File: src/rtl/irq_grade_pkg.sv
package irq_grade_pkg;

  localparam int unsigned IRQ_SRC_DEFAULT = 16;

  function automatic int unsigned grade_width(input int unsigned n_src);
    return $clog2(n_src + 1);
  endfunction

  typedef enum logic [1:0] {
    SVC_HOLD = 2'd0,
    SVC_PUSH = 2'd1,
    SVC_POP  = 2'd2,
    SVC_SWAP = 2'd3
  } svc_op_e;

endpackage

File: src/rtl/irq_first_set.sv
// Lowest-index set bit, returned as a 1-based grade (0 when vector is empty).
module irq_first_set #(
  parameter int unsigned N  = 16,
  parameter int unsigned GW = 5
) (
  input  logic [N-1:0]  vec_i,
  output logic [GW-1:0] grade_o
);

  logic [N-1:0] seen;
  logic [N-1:0] hit;

  assign seen[0] = 1'b0;

  genvar gi;
  generate
    for (gi = 1; gi < N; gi++) begin : g_chain
      assign seen[gi] = seen[gi-1] | vec_i[gi-1];
    end
    for (gi = 0; gi < N; gi++) begin : g_hit
      assign hit[gi] = vec_i[gi] & ~seen[gi];
    end
  endgenerate

  always_comb begin
    grade_o = '0;
    for (int i = 0; i < N; i++) begin
      if (hit[i]) grade_o = grade_o | GW'(i + 1);
    end
  end

endmodule

File: src/rtl/irq_grade_decode.sv
// 1-based grade number to one-hot vector (all zero for grade 0).
module irq_grade_decode #(
  parameter int unsigned N  = 16,
  parameter int unsigned GW = 5
) (
  input  logic [GW-1:0] grade_i,
  output logic [N-1:0]  onehot_o
);

  always_comb begin
    for (int i = 0; i < N; i++) begin
      onehot_o[i] = (grade_i == GW'(i + 1));
    end
  end

endmodule

File: src/rtl/irq_svc_tracker.sv
// Holds the set of grades in service; the most urgent bit is the top of the
// nesting stack.
module irq_svc_tracker
  import irq_grade_pkg::*;
#(
  parameter int unsigned N  = 16,
  parameter int unsigned GW = 5
) (
  input  logic          clk,
  input  logic          rst_n,
  input  logic          push_i,
  input  logic [GW-1:0] push_grade_i,
  input  logic          pop_i,
  output logic [N-1:0]  mask_d_o,
  output logic [GW-1:0] cur_grade_o
);

  logic [N-1:0]  mask_q;
  logic [N-1:0]  mask_d;
  logic [N-1:0]  push_oh;
  logic [N-1:0]  top_oh;
  logic [GW-1:0] top_grade;
  logic          busy;
  svc_op_e       op;

  irq_first_set #(.N(N), .GW(GW)) u_top (
    .vec_i   (mask_q),
    .grade_o (top_grade)
  );

  irq_grade_decode #(.N(N), .GW(GW)) u_top_dec (
    .grade_i  (top_grade),
    .onehot_o (top_oh)
  );

  irq_grade_decode #(.N(N), .GW(GW)) u_push_dec (
    .grade_i  (push_grade_i),
    .onehot_o (push_oh)
  );

  assign busy = |mask_q;

  always_comb begin
    unique case ({push_i, pop_i & busy})
      2'b10:   op = SVC_PUSH;
      2'b01:   op = SVC_POP;
      2'b11:   op = SVC_SWAP;
      default: op = SVC_HOLD;
    endcase
  end

  always_comb begin
    unique case (op)
      SVC_PUSH: mask_d = mask_q | push_oh;
      SVC_POP:  mask_d = mask_q & ~top_oh;
      SVC_SWAP: mask_d = (mask_q & ~top_oh) | push_oh;
      default:  mask_d = mask_q;
    endcase
  end

  always_ff @(posedge clk or negedge rst_n) begin
    if (!rst_n) mask_q <= '0;
    else        mask_q <= mask_d;
  end

  assign mask_d_o    = mask_d;
  assign cur_grade_o = top_grade;

endmodule

File: src/rtl/irq_present_reg.sv
// Qualifies the most urgent request against the next in-service set and
// registers the interrupt line, grade number and polled request vector.
module irq_present_reg #(
  parameter int unsigned N  = 16,
  parameter int unsigned GW = 5
) (
  input  logic          clk,
  input  logic          rst_n,
  input  logic [N-1:0]  req_i,
  input  logic          nest_en_i,
  input  logic [N-1:0]  mask_d_i,
  output logic          irq_o,
  output logic [GW-1:0] grade_o,
  output logic [N-1:0]  raw_o
);

  logic [GW-1:0] win_grade;
  logic [GW-1:0] svc_grade;
  logic          win_any;
  logic          svc_any;
  logic          qualify;
  logic          irq_q;
  logic [GW-1:0] grade_q;
  logic [N-1:0]  raw_q;

  irq_first_set #(.N(N), .GW(GW)) u_win (
    .vec_i   (req_i),
    .grade_o (win_grade)
  );

  irq_first_set #(.N(N), .GW(GW)) u_svc (
    .vec_i   (mask_d_i),
    .grade_o (svc_grade)
  );

  assign win_any = (win_grade != '0);
  assign svc_any = (svc_grade != '0);

  always_comb begin
    if (!win_any)      qualify = 1'b0;
    else if (!svc_any) qualify = 1'b1;
    else               qualify = nest_en_i && (win_grade < svc_grade);
  end

  always_ff @(posedge clk or negedge rst_n) begin
    if (!rst_n) begin
      irq_q   <= 1'b0;
      grade_q <= '0;
      raw_q   <= '0;
    end else begin
      irq_q   <= qualify;
      grade_q <= qualify ? win_grade : '0;
      raw_q   <= req_i;
    end
  end

  assign irq_o   = irq_q;
  assign grade_o = grade_q;
  assign raw_o   = raw_q;

endmodule

File: src/rtl/irq_grade_arbiter.sv
module irq_grade_arbiter
  import irq_grade_pkg::*;
#(
  parameter int unsigned N_SRC = IRQ_SRC_DEFAULT
) (
  input  logic                           clk,
  input  logic                           rst_n,
  input  logic [N_SRC-1:0]               req_i,
  input  logic                           nest_en_i,
  input  logic                           ack_i,
  input  logic                           eos_i,
  output logic                           irq_o,
  output logic [grade_width(N_SRC)-1:0]  grade_o,
  output logic [grade_width(N_SRC)-1:0]  cur_grade_o,
  output logic [N_SRC-1:0]               raw_o
);

  localparam int unsigned GRADE_W = grade_width(N_SRC);

  logic [N_SRC-1:0] mask_next;
  logic             take;

  assign take = ack_i & irq_o;

  irq_svc_tracker #(.N(N_SRC), .GW(GRADE_W)) u_tracker (
    .clk          (clk),
    .rst_n        (rst_n),
    .push_i       (take),
    .push_grade_i (grade_o),
    .pop_i        (eos_i),
    .mask_d_o     (mask_next),
    .cur_grade_o  (cur_grade_o)
  );

  irq_present_reg #(.N(N_SRC), .GW(GRADE_W)) u_present (
    .clk       (clk),
    .rst_n     (rst_n),
    .req_i     (req_i),
    .nest_en_i (nest_en_i),
    .mask_d_i  (mask_next),
    .irq_o     (irq_o),
    .grade_o   (grade_o),
    .raw_o     (raw_o)
  );

endmodule

File: config.mk
export PLATFORM = sky130hd
export DESIGN_NAME = irq_grade_arbiter
export DESIGN_NICKNAME = d
export VERILOG_FILES = /design/src/rtl/irq_grade_pkg.sv /design/src/rtl/irq_first_set.sv /design/src/rtl/irq_grade_decode.sv /design/src/rtl/irq_svc_tracker.sv /design/src/rtl/irq_present_reg.sv /design/src/rtl/irq_grade_arbiter.sv
export SDC_FILE = /design/constraint.sdc
export NUM_CORES = 1
export LEC_CHECK = 0
export ABC_AREA = 1
export BUFFER_PORTS_ARGS = -buffer_cell sky130_fd_sc_hd__clkbuf_2
export CAP_MARGIN = 40
export CORE_MARGIN = 1.5
export CORE_UTILIZATION = 56
export DETAILED_ROUTE_END_ITERATION = 10
export PLACE_DENSITY = 0.77
export SYNTH_ARGS = -nofsm -noshare
export SYNTH_HDL_FRONTEND = slang
export SYNTH_SLANG_ARGS = --single-unit
File: constraint.sdc
create_clock -name clk -period 3.9 [get_ports clk]
set_clock_uncertainty 0.2 [all_clocks]
set_input_delay 0.195 -clock clk [delete_from_list [all_inputs] [get_ports clk]]
set_output_delay 0.195 -clock clk [all_outputs]
set_load 0.01 [all_outputs]
==> reports/results.md, run 1 <==
Clock tree
• **TritonCTS sink count** 38
• **buffers from clock root to sink, at most** 2
• **Root Buffer** sky130_fd_sc_hd__clkbuf_8
• **clock latency reported for the late side of the worst-skew pair** 0.28 ns
• **Clock H-tree levels** 2
• **number of buffers created by CTS** 5
• **clock slew at reported path FFs** 0.07 ns
• **number of buffers added for setup after CTS** 0
• **CTS tree** yes

Synth
• **number of enable-type register cells in the synthesized netlist** 0
• **most frequent cells after synthesis** sky130_fd_sc_hd__nand2_1, sky130_fd_sc_hd__nor2_1, sky130_fd_sc_hd__inv_1, sky130_fd_sc_hd__dfrtp_1, sky130_fd_sc_hd__nand3_1
• **top post-synthesis cells by area** sky130_fd_sc_hd__dfrtp_1, sky130_fd_sc_hd__nand2_1, sky130_fd_sc_hd__nor2_1, sky130_fd_sc_hd__inv_1, sky130_fd_sc_hd__nand3_1
• **post-synthesis average cell area** 6.90 sq um
• **synthesized area** 2510 sq um
• **dominant cell by count in the synthesized netlist** sky130_fd_sc_hd__nand2_1
• **share of flip-flops with an asynchronous set or reset after synthesis** 1.00
• **Top FF cell, synth** sky130_fd_sc_hd__dfrtp_1
• **flops & latches, synth** 38
• **Yosys top cell area share** 0.379
• **yosys warns** 0
• **cell accounting for the most synthesized area** sky130_fd_sc_hd__dfrtp_1
• **net count after synthesis** 388
• **Syn Inst Count** 363
• **sequential element share of the synthesized area** 0.379
• **Netlist cell types** 40

Route
• **number of vias after detailed routing** 2,757
• **via-per-instance ratio** 5.63
• **Routed Antenna Nets** 0
• **Total Routed Length** 7.09 mm
• **drt first-iter violations** 259
• **Routed wire per std cell** 14.5 um
• **Remaining DRCs** 0
• **Pre-antenna DRT Iters** 5

Worst setup path
• **required time at the endpoint of the critical path** 3.92 ns
• **most frequent CP cell** sky130_fd_sc_hd__nand2_1
• **buffer and inverter count on the worst path** 0
• **Crit path arrival time** 3.62 ns
• **worst path cell trace** nor2_1, nand2_2, nor2_4, nand2_4, nand2_8, nand2_4, nand2_1, a21oi_1, nand3_1, nor2_4, nand2_2, nor2_4, nand2_1, nor3_2, nand2_1, ha_1, a2111oi_2, nand2_1, nand2_1, nand2_2, nor2_1
• **type of element launching the critical path** register
• **critical path class** register to register
• **Max stage delay on crit path** 0.47 ns
• **slowest stage cell, crit path** sky130_fd_sc_hd__dfrtp_1
• **largest fanout on the critical path** 13
• **cell family contributing the most delay on the critical path** simple AND/OR/NAND/NOR gates
• **Worst setup EP type** register

STA
• **slew at the pin with the worst max-slew slack** 0.495 ns
• **shortest clock period the worst path allows after layout** 3.60 ns
• **Fin. Hold Viols** 0
• **minimum hold slack** 0.0876 ns
• **worst slew margin relative to its limit** 0.667
• **Max Freq** 278 MHz
• **setup tns final** 0 ns
• **final setup fails** 0
• **share of the clock period used by the worst path** 0.923
• **max-slew violation total from the final report** 0

Floorplanning
• **site row count** 24
• **Die Y** 69.9 um
• **die width** 69.9 um
• **standard cell core area** 4320 sq um
• **die area** 4890 sq um
• **number of top-level pins** 48
• **Initial Util** 0.580

Outcome
• **status** finished clean

Layout
• **Util after Layout** 0.739
• **antenna diode instance count** 0
• **final std cell area, no fill** 3190 sq um
• **fraction of final layout cells sized beyond drive strength 1** 0.215
• **number of non-filler instances in the completed layout** 490
• **P&R area growth vs syn** 27.5%
• **final net count** 462

Place
• **count of buffers from port buffering** 47
• **HPWL after detailed placement** 5.40 mm
• **placed standard-cell area** 2840 sq um
• **Routability Congestion** 0.985
• **Placed Cells incl. Taps** 465

Power
• **P_leak** 1.70 nW
• **PwrDens** 675 nW/um^2
• **VDD IR max** 420 uV

Global routing
• **overflow left after global routing** 0
• **wire length of the first global-routing pass** 12.0 mm
• **pin count of the biggest net entering global routing** 29
• **antenna violations before repair** 0
• **number of global-route vias before repair** 2,648
• **total global-route track usage** 0.310

Worst hold path
• **worst hold path class** input port to register

Flow run
• **count of maximum capacitance violations** 0

-- cell families (layout without fill, tap and decap cells) --
group,after synthesis,in the layout,synth area share
AOI/OAI and AO/OA,49,49,0.122
adders and majority gates,4,4,0.0200
buffers and inverters,58,133,0.0904
DFF,38,38,0.379
and+or+nand+nor,214,214,0.388
-- flip-flops by register name, summed over array words and instances (netlist names) --
name and cells:
u_tracker.mask_q 16, u_present.grade_o 5, u_present.raw_o 16, u_present.irq_o 1
-- layer usage --
metal	vias up	global-route usage	wire (um)
li1	1333	-	-
met1	1306	0.377	2950
met2	97	0.532	3540
met3	21	0.0664	375
met4	0	0.126	231
met5	-	0	0
-- repair_timing --
| item | in CTS | in global routing |
|---|---|---|
| hold endpoints to repair | 54 | 0 |
| setup endpoints to repair | 0 | 6 |
| resized for setup | 0 | 11 |
| hold buffers | 17 | 0 |
-- area by class of cell --
cell class / instances / area (sq um)
timing repair buffer: 69 / 455
clock inverter: 2 / 60.1
multi-input combinational: 267 / 1370
inverter: 56 / 213
sequential: 38 / 952
fill: 358 / 1130
tap: 52 / 65.1
clock buffer: 6 / 82.6
-- cell usage in the layout (no fill, tap or decap), types with 4 or more instances in the layout --
master,instances
sky130_fd_sc_hd__inv_1,52
sky130_fd_sc_hd__a21oi_1,13
sky130_fd_sc_hd__nand2_1,93
sky130_fd_sc_hd__o211ai_1,4
sky130_fd_sc_hd__clkbuf_8,6
sky130_fd_sc_hd__nand4_1,4
sky130_fd_sc_hd__nor2_2,6
sky130_fd_sc_hd__nor2_1,50
sky130_fd_sc_hd__dfrtp_1,37
sky130_fd_sc_hd__nand2_2,8
sky130_fd_sc_hd__nand3_1,26
sky130_fd_sc_hd__buf_4,4
sky130_fd_sc_hd__nor2_4,4
sky130_fd_sc_hd__dlygate4sd3_1,17
sky130_fd_sc_hd__nor3_1,8
sky130_fd_sc_hd__o21ai_0,12
sky130_fd_sc_hd__clkbuf_2,47
sky130_fd_sc_hd__ha_1,4
sky130_fd_sc_hd__nor4_1,4
-- path summary, 6_finish.rpt --
check | startpoint | to | slack [ns] | cells past startpoint
worst max-delay path | u_tracker.mask_q[6] | u_present.grade_o[0] | 0.30 | 21
worst min-delay path | nest_en_i | u_present.grade_o[4] | 0.09 | 5
worst max register to register | u_tracker.mask_q[6] | u_present.grade_o[0] | 0.30 | 21
worst min register to register | u_tracker.mask_q[15] | u_tracker.mask_q[15] | 0.43 | 2
max in group asynchronous | rst_n | u_tracker.mask_q[1] | 2.91 | 3
min in group asynchronous | rst_n | u_tracker.mask_q[6] | 0.13 | 2
-- power breakdown --
part	total [mW]	leakage (nW)	internal, mW	switching, mW
sequential	0.558	0.476	0.466	0.0924
clock	0.411	0.0714	0.273	0.139
combinational	1.19	1.15	0.408	0.778
-- metrics by stage --
stage / total power, mW / worst slack [ns]
after global routing: 2.34 / -0.00788
after floorplan: 1.36 / 0.674
final: 2.16 / 0.302
after detailed placement: 1.68 / 0.107
after global placement: 1.67 / 0.158
after CTS: 2.12 / 0.0691
-- worst register-to-register path: stages, from the launching register on --
cell and delay [ns]:
sky130_fd_sc_hd__dfrtp_1 0.47, sky130_fd_sc_hd__nor2_1 0.09, sky130_fd_sc_hd__nand2_2 0.10, sky130_fd_sc_hd__nor2_4 0.05
sky130_fd_sc_hd__nand2_4 0.09, sky130_fd_sc_hd__nand2_8 0.10, sky130_fd_sc_hd__nand2_4 0.14, sky130_fd_sc_hd__nand2_1 0.07
sky130_fd_sc_hd__a21oi_1 0.24, sky130_fd_sc_hd__nand3_1 0.17, sky130_fd_sc_hd__nor2_4 0.22, sky130_fd_sc_hd__nand2_2 0.10
sky130_fd_sc_hd__nor2_4 0.13, sky130_fd_sc_hd__nand2_1 0.09, sky130_fd_sc_hd__nor3_2 0.14, sky130_fd_sc_hd__nand2_1 0.08
sky130_fd_sc_hd__ha_1 0.31, sky130_fd_sc_hd__a2111oi_2 0.39, sky130_fd_sc_hd__nand2_1 0.11, sky130_fd_sc_hd__nand2_1 0.08
sky130_fd_sc_hd__nand2_2 0.07, sky130_fd_sc_hd__nor2_1 0.08
No activity file was read; power rests on OpenSTA's default activity.
==> run 2: changes to the inputs <==
Settings changed: CELL_PAD_IN_SITES_DETAIL_PLACEMENT set to 0, CELL_PAD_IN_SITES_GLOBAL_PLACEMENT set to 1, CORE_UTILIZATION 56 to 42, CTS_CLUSTER_DIAMETER set to 80, PLACE_DENSITY 0.77 to 0.81.
Clock period 3.9 ns to 4.6 ns, I/O delays scaled along.
==> reports/results.md, run 2 (synthesized netlist as in run 1, its figures left out) <==
Clock tree
• **clock latency reported for the late side of the worst-skew pair** 0.29 ns, about the same
• **TritonCTS sink count** 38, unchanged
• **number of buffers added for setup after CTS** 0, unchanged
• **clock slew at reported path FFs** 0.08 ns, about the same
• **CTS tree** yes
• **number of buffers created by CTS** 5, unchanged
• **Clock H-tree levels** 2, unchanged
• **Root Buffer** sky130_fd_sc_hd__clkbuf_8
• **buffers from clock root to sink, at most** 2, unchanged

Worst setup path
• **cell family contributing the most delay on the critical path** simple AND/OR/NAND/NOR gates
• **Crit path arrival time** 3.91 ns, +0.29 ns
• **type of element launching the critical path** register
• **most frequent CP cell** sky130_fd_sc_hd__nand2_1
• **worst path cell trace** nand2_2, clkinv_1, a22oi_1, nand3_1, nor2_2, nand2_2, nor2_4, nand2_1, nor3_1, nand2_1, ha_1, nand2_1, nor2_1, a2111oi_0, nand2_1, nand2_1, nand2_2, nor2_1
• **critical path class** register to register
• **Max stage delay on crit path** 0.53 ns, +0.06 ns
• **largest fanout on the critical path** 19, +6
• **buffer and inverter count on the worst path** 1, +1
• **Worst setup EP type** register
• **slowest stage cell, crit path** sky130_fd_sc_hd__clkinv_1
• **required time at the endpoint of the critical path** 4.62 ns, +0.70 ns

Power
• **P_leak** 1.68 nW, -1.1%
• **fraction of power consumed by the clock network** 0.202, +0.011
• **sequential share of power** 0.261, +0.002
• **VDD IR max** 256 uV, -39%
• **Int Pwr** 0.951 mW, -17%
• **power share of the combinational group** 0.538, -0.012
• **fraction of power spent switching nets** 0.468, about the same
• **PwrDens** 567 nW/um^2, -16%
• **switching pwr** 0.838 mW, -17%

Floorplanning
• **standard cell core area** 5640 sq um, +30%
• **number of top-level pins** 48, unchanged
• **die area** 6440 sq um, +32%
• **Initial Util** 0.444, -0.135
• **Die Y** 80.2 um, +15%
• **die width** 80.2 um, +15%
• **site row count** 27, +13%

STA
• **setup tns final** 0 ns, unchanged
• **minimum hold slack** 0.100 ns, +0.0129 ns
• **Fin. Hold Viols** 0, unchanged
• **max-slew violation total from the final report** 0, unchanged
• **RSZ-0062 raised after global routing** false
• **worst slew margin relative to its limit** 0.613, -0.0539
• **shortest clock period the worst path allows after layout** 3.88 ns, +0.285 ns
• **Max Freq** 258 MHz, -7.3%
• **slew at the pin with the worst max-slew slack** 0.577 ns, +0.0819 ns
• **share of the clock period used by the worst path** 0.844, -0.0785
• **final setup fails** 0, unchanged

Layout
• **most frequent standard cell in the layout excluding fill and tap cells** sky130_fd_sc_hd__nand2_1
• **number of fillers in the final layout** 548, +53%
• **Util after Layout** 0.560, -0.179
• **final net count** 458, -0.87%
• **antenna diode instance count** 0, unchanged
• **P&R area growth vs syn** 26.0%
• **highest-count cells in the layout ignoring fill and taps** sky130_fd_sc_hd__nand2_1, sky130_fd_sc_hd__nor2_1, sky130_fd_sc_hd__inv_1
• **fraction of final layout cells sized beyond drive strength 1** 0.191, -0.0234

Route
• **Remaining DRCs** 0, unchanged
• **Highest Signal Layer** met4
• **number of vias after detailed routing** 2,609, -5.4%
• **met1 wire length** 3.81 mm, +29%
• **Met2 Routed Length** 3.12 mm, -12%
• **met3 layer wire length in the routed design** 312 um, -17%
• **Total Routed Length** 7.33 mm, +3.4%
• **via-per-instance ratio** 5.16, -8.4%
• **Routed wire per std cell** 14.5 um, +0.11%
• **Routed Antenna Nets** 0, unchanged
• **Pre-antenna DRT Iters** 5, unchanged
• **drt first-iter violations** 215, -17%

Flow run
• **count of maximum capacitance violations** 0, unchanged

Place
• **HPWL after detailed placement** 5.65 mm, +4.5%
• **Routability Congestion** 0.871, -12%
• **count of buffers from port buffering** 47, unchanged

Global routing
• **wire length of the first global-routing pass** 11.9 mm, -1.1%
• **number of global-route vias before repair** 2,378, -10%
• **pin count of the biggest net entering global routing** 24, -17%
• **total global-route track usage** 0.246, -0.0636
• **overflow left after global routing** 0, unchanged
• **antenna violations before repair** 0, unchanged

Worst hold path
• **worst hold path class** input port to register

Outcome
• **status** finished clean

## run 2: changes by cell type in the layout (fill, tap and decap cells not counted), sizes merged
| cell | before | now |
|---|---|---|
| buf | 5 | 1 |
| clkinv | 1 | 2 |
| inv | 55 | 54 |
## run 2: worst paths after layout
kind | slack [ns] | cells past startpoint | startpoint | end
max in group asynchronous | 3.47 | 3 | rst_n | u_present.raw_o[11]
min reg2reg | 0.41 | 2 | u_tracker.mask_q[15] | u_tracker.mask_q[15]
max | 0.72 | 18 | u_present.irq_o | u_present.grade_o[0]
min in group asynchronous | 0.24 | 2 | rst_n | u_present.grade_o[1]
max reg2reg | 0.72 | 18 | u_present.irq_o | u_present.grade_o[0]
min | 0.10 | 5 | nest_en_i | u_present.grade_o[4]
## run 2: power groups by stage
stage / Combinational (mW) / Clock, mW / Sequential, mW
after floorplan: 0.689 / 0 / 0.462
after global placement: 0.942 / 0 / 0.474
after detailed placement: 0.944 / 0 / 0.472
after CTS: 0.959 / 0.366 / 0.466
after global routing: 1.09 / 0.383 / 0.477
final: 0.962 / 0.361 / 0.466
## run 2: what timing repair did
item	CTS	global route
endpoints found under the hold margin	31	0
hold buffers	17	0
gates resized for setup	0	0
## run 2: final cells by class
class | count | area (sq um) | share of cell area
well taps | 72 | 90.1 | 0.0285
multi-input cells | 267 | 1330 | 0.421
repair buffers | 65 | 433 | 0.137
clock buffers | 6 | 82.6 | 0.0262
clock inverters | 2 | 60.1 | 0.0190
flip-flops and latches | 38 | 951 | 0.301
inverters | 56 | 211 | 0.0670
## run 2: worst min-delay path: cells and delay by family
family | cells | cell delay, ns
compound gates | 2 | 0.13
buf+inv | 2 | 0.12
simple gates | 1 | 0.07
## run 2: stage by stage
step	std cells	instance area (sq um)	setup WS, ns	power, mW
finish	506	3160	0.717	1.79
global route	506	3160	0.165	1.95
CTS	506	3160	0.672	1.79
detailed placement	481	2840	0.718	1.42
global placement	480	2820	0.739	1.42
floorplan	363	2510	1.37	1.15
## run 2: layer usage
metal,global-route usage,vias to the layer above
li1,-,1321
met1,0.363,1209
met2,0.368,70
met3,0.0398,9
met4,0.0690,0
met5,0,-
==> run 3: changes to the inputs <==
Settings changed: CORE_UTILIZATION 42 to 35, PLACE_DENSITY 0.81 to 0.71.
Clock period 4.6 ns to 3.17 ns, I/O delays scaled along.
==> reports/results.md, run 3 (synthesized netlist as in run 1, its figures left out) <==
Floorplanning
• **Die Y** 87.6 um, +9.2%
• **standard cell core area** 6870 sq um, +22%
• **site row count** 30, +11%
• **number of top-level pins** 48, unchanged
• **die width** 87.6 um, +9.2%
• **Initial Util** 0.365, -0.0794
• **die area** 7680 sq um, +19%

STA
• **Fin. Hold Viols** 0, unchanged
• **RSZ-0062 raised after global routing** true
• **worst slew margin relative to its limit** 0.582, -0.0312
• **Final Worst Setup Slack** -0.217 ns, -0.934 ns
• **shortest clock period the worst path allows after layout** 3.39 ns, -0.496 ns
• **Max Freq** 295 MHz, +15%
• **final setup fails** 6, +6
• **share of the clock period used by the worst path** 1.07, +0.224
• **minimum hold slack** 0.0642 ns, -0.0363 ns
• **slew at the pin with the worst max-slew slack** 0.622 ns, +0.0446 ns
• **max-slew violation total from the final report** 0, unchanged

Clock tree
• **buffers from clock root to sink, at most** 2, unchanged
• **Clock H-tree levels** 2, unchanged
• **number of buffers created by CTS** 5, unchanged
• **clock latency reported for the late side of the worst-skew pair** 0.30 ns, about the same
• **CTS tree** yes
• **clock slew at reported path FFs** 0.08 ns, about the same
• **TritonCTS sink count** 38, unchanged
• **Root Buffer** sky130_fd_sc_hd__clkbuf_8

Outcome
• **violated checks** negative setup slack
• **status** finished with violations

Route
• **number of vias after detailed routing** 3,123, +20%
• **Pre-antenna DRT Iters** 4, -1
• **via-per-instance ratio** 4.85, -5.9%
• **Routed Antenna Nets** 0, unchanged
• **Total Routed Length** 9.37 mm, +28%
• **drt first-iter violations** 145, -33%
• **Remaining DRCs** 0, unchanged
• **Routed wire per std cell** 14.5 um, +0.40%

Layout
• **fraction of final layout cells sized beyond drive strength 1** 0.447, +0.256
• **most frequent standard cell in the layout excluding fill and tap cells** sky130_fd_sc_hd__buf_4
• **final net count** 572, +25%
• **area of the multi-input gates** 1620 sq um, +22%
• **highest-count cells in the layout ignoring fill and taps** sky130_fd_sc_hd__buf_4, sky130_fd_sc_hd__nand2_1, sky130_fd_sc_hd__inv_1
• **antenna diode instance count** 0, unchanged
• **register area** 952 sq um, +0.13%
• **number of fillers in the final layout** 633, +16%
• **P&R area growth vs syn** 75.4%

Global routing
• **overflow left after global routing** 0, unchanged
• **total global-route track usage** 0.251, +0.00484
• **antenna violations before repair** 0, unchanged
• **wire length of the first global-routing pass** 14.6 mm, +23%
• **pin count of the biggest net entering global routing** 22, -8.3%
• **number of global-route vias before repair** 3,115, +31%

Worst setup path
• **Worst setup EP type** register
• **Crit path arrival time** 3.35 ns, -0.56 ns
• **critical path class** register to register
• **required time at the endpoint of the critical path** 3.14 ns, -1.48 ns
• **reg2reg setup slack** -0.22 ns, -0.93 ns
• **slowest stage cell, crit path** sky130_fd_sc_hd__dfrtp_1
• **type of element launching the critical path** register
• **RR Endpoint** u_present.grade_o[0]
• **Max stage delay on crit path** 0.44 ns, -0.09 ns
• **R2R Path Start** u_tracker.mask_q[0]
• **R2R cell count** 28, +10
• **largest fanout on the critical path** 6, -13

Power
• **P_leak** 2.32 nW, +38%
• **VDD IR max** 367 uV, +43%
• **PwrDens** 880 nW/um^2, +55%

Worst hold path
• **beginning of the worst hold path** nest_en_i
• **worst hold path class** input port to register
• **WHS Path Cells** 5, unchanged
• **Hold Path End** u_present.grade_o[4]

Place
• **DP Worst Slack** -0.427 ns, -1.14 ns
• **count of buffers from port buffering** 47, unchanged
• **Routability Congestion** 0.839, -3.7%
• **HPWL after detailed placement** 6.75 mm, +20%

Flow run
• **count of maximum capacitance violations** 0, unchanged

run 3: cell count changes in the layout (fill, tap and decap cells not counted), sizes merged:
cell,delta
buf,+114
run 3: worst max path at each step:
stage	slack, ns	end	start	cells past startpoint
4_1_cts	-0.19	u_present.grade_o[1]	u_tracker.mask_q[0]	20
2_1_floorplan	0.008	u_present.grade_o[0]	u_tracker.mask_q[1]	23
3_5_place_dp	-0.43	u_present.grade_o[2]	u_tracker.mask_q[0]	26
6_report	-0.22	u_present.grade_o[0]	u_tracker.mask_q[0]	28
3_3_place_gp	-0.39	u_present.grade_o[0]	u_tracker.mask_q[0]	26
5_1_grt	-0.47	u_present.grade_o[0]	u_tracker.mask_q[6]	22
run 3: final cells by class:
class / instances / share of cell area
Clock inverter: 2 / 0.0137
Sequential cell: 38 / 0.217
Tap cell: 96 / 0.0273
Multi-Input combinational cell: 267 / 0.369
Inverter: 56 / 0.0507
Clock buffer: 6 / 0.0188
Timing Repair Buffer: 179 / 0.304
run 3: stage by stage:
step / area, sq um / total power [mW] / util / cells / TNS [ns]
after detailed placement: 3580 / 2.64 / 0.521 / 593 / -2.41
final: 4400 / 3.87 / 0.640 / 644 / -1.07
after global routing: 4400 / 4.14 / 0.640 / 644 / -2.60
after CTS: 4190 / 3.56 / 0.610 / 638 / -0.947
after floorplan: 2520 / 1.69 / - / 363 / 0
after global placement: 3550 / 2.62 / 0.517 / 592 / -2.19
run 3: what timing repair did:
action | in CTS | in global routing
endpoints found under the hold margin | 33 | 0
setup buffers | 21 | 6
setup endpoints to repair | 6 | 6
pin swaps | 25 | 14
gates cloned | 0 | 0
hold buffers | 17 | 0
gates resized for setup | 37 | 37
run 3: metal layers:
layer,GRT usage,up-vias,share of wire
met5,0,-,0
li1,-,1550,-
met2,0.458,97,0.52
met3,0.0358,25,0.046
met4,0.102,0,0.036
met1,0.294,1451,0.40
run 3: critical path, delay by kind of cell, from the launching register on:
kind,cells,cell delay (ns)
flops,1,0.44
buf+inv,5,0.45
fa+ha+maj,1,0.30
simple gates,22,1.86
run 3: power breakdown:
part	leakage (nW)	internal, mW	switching (mW)
clock network	0.0714	0.336	0.192
logic	1.77	1.29	1.42
registers	0.476	0.573	0.0661
total	2.32	2.20	1.67
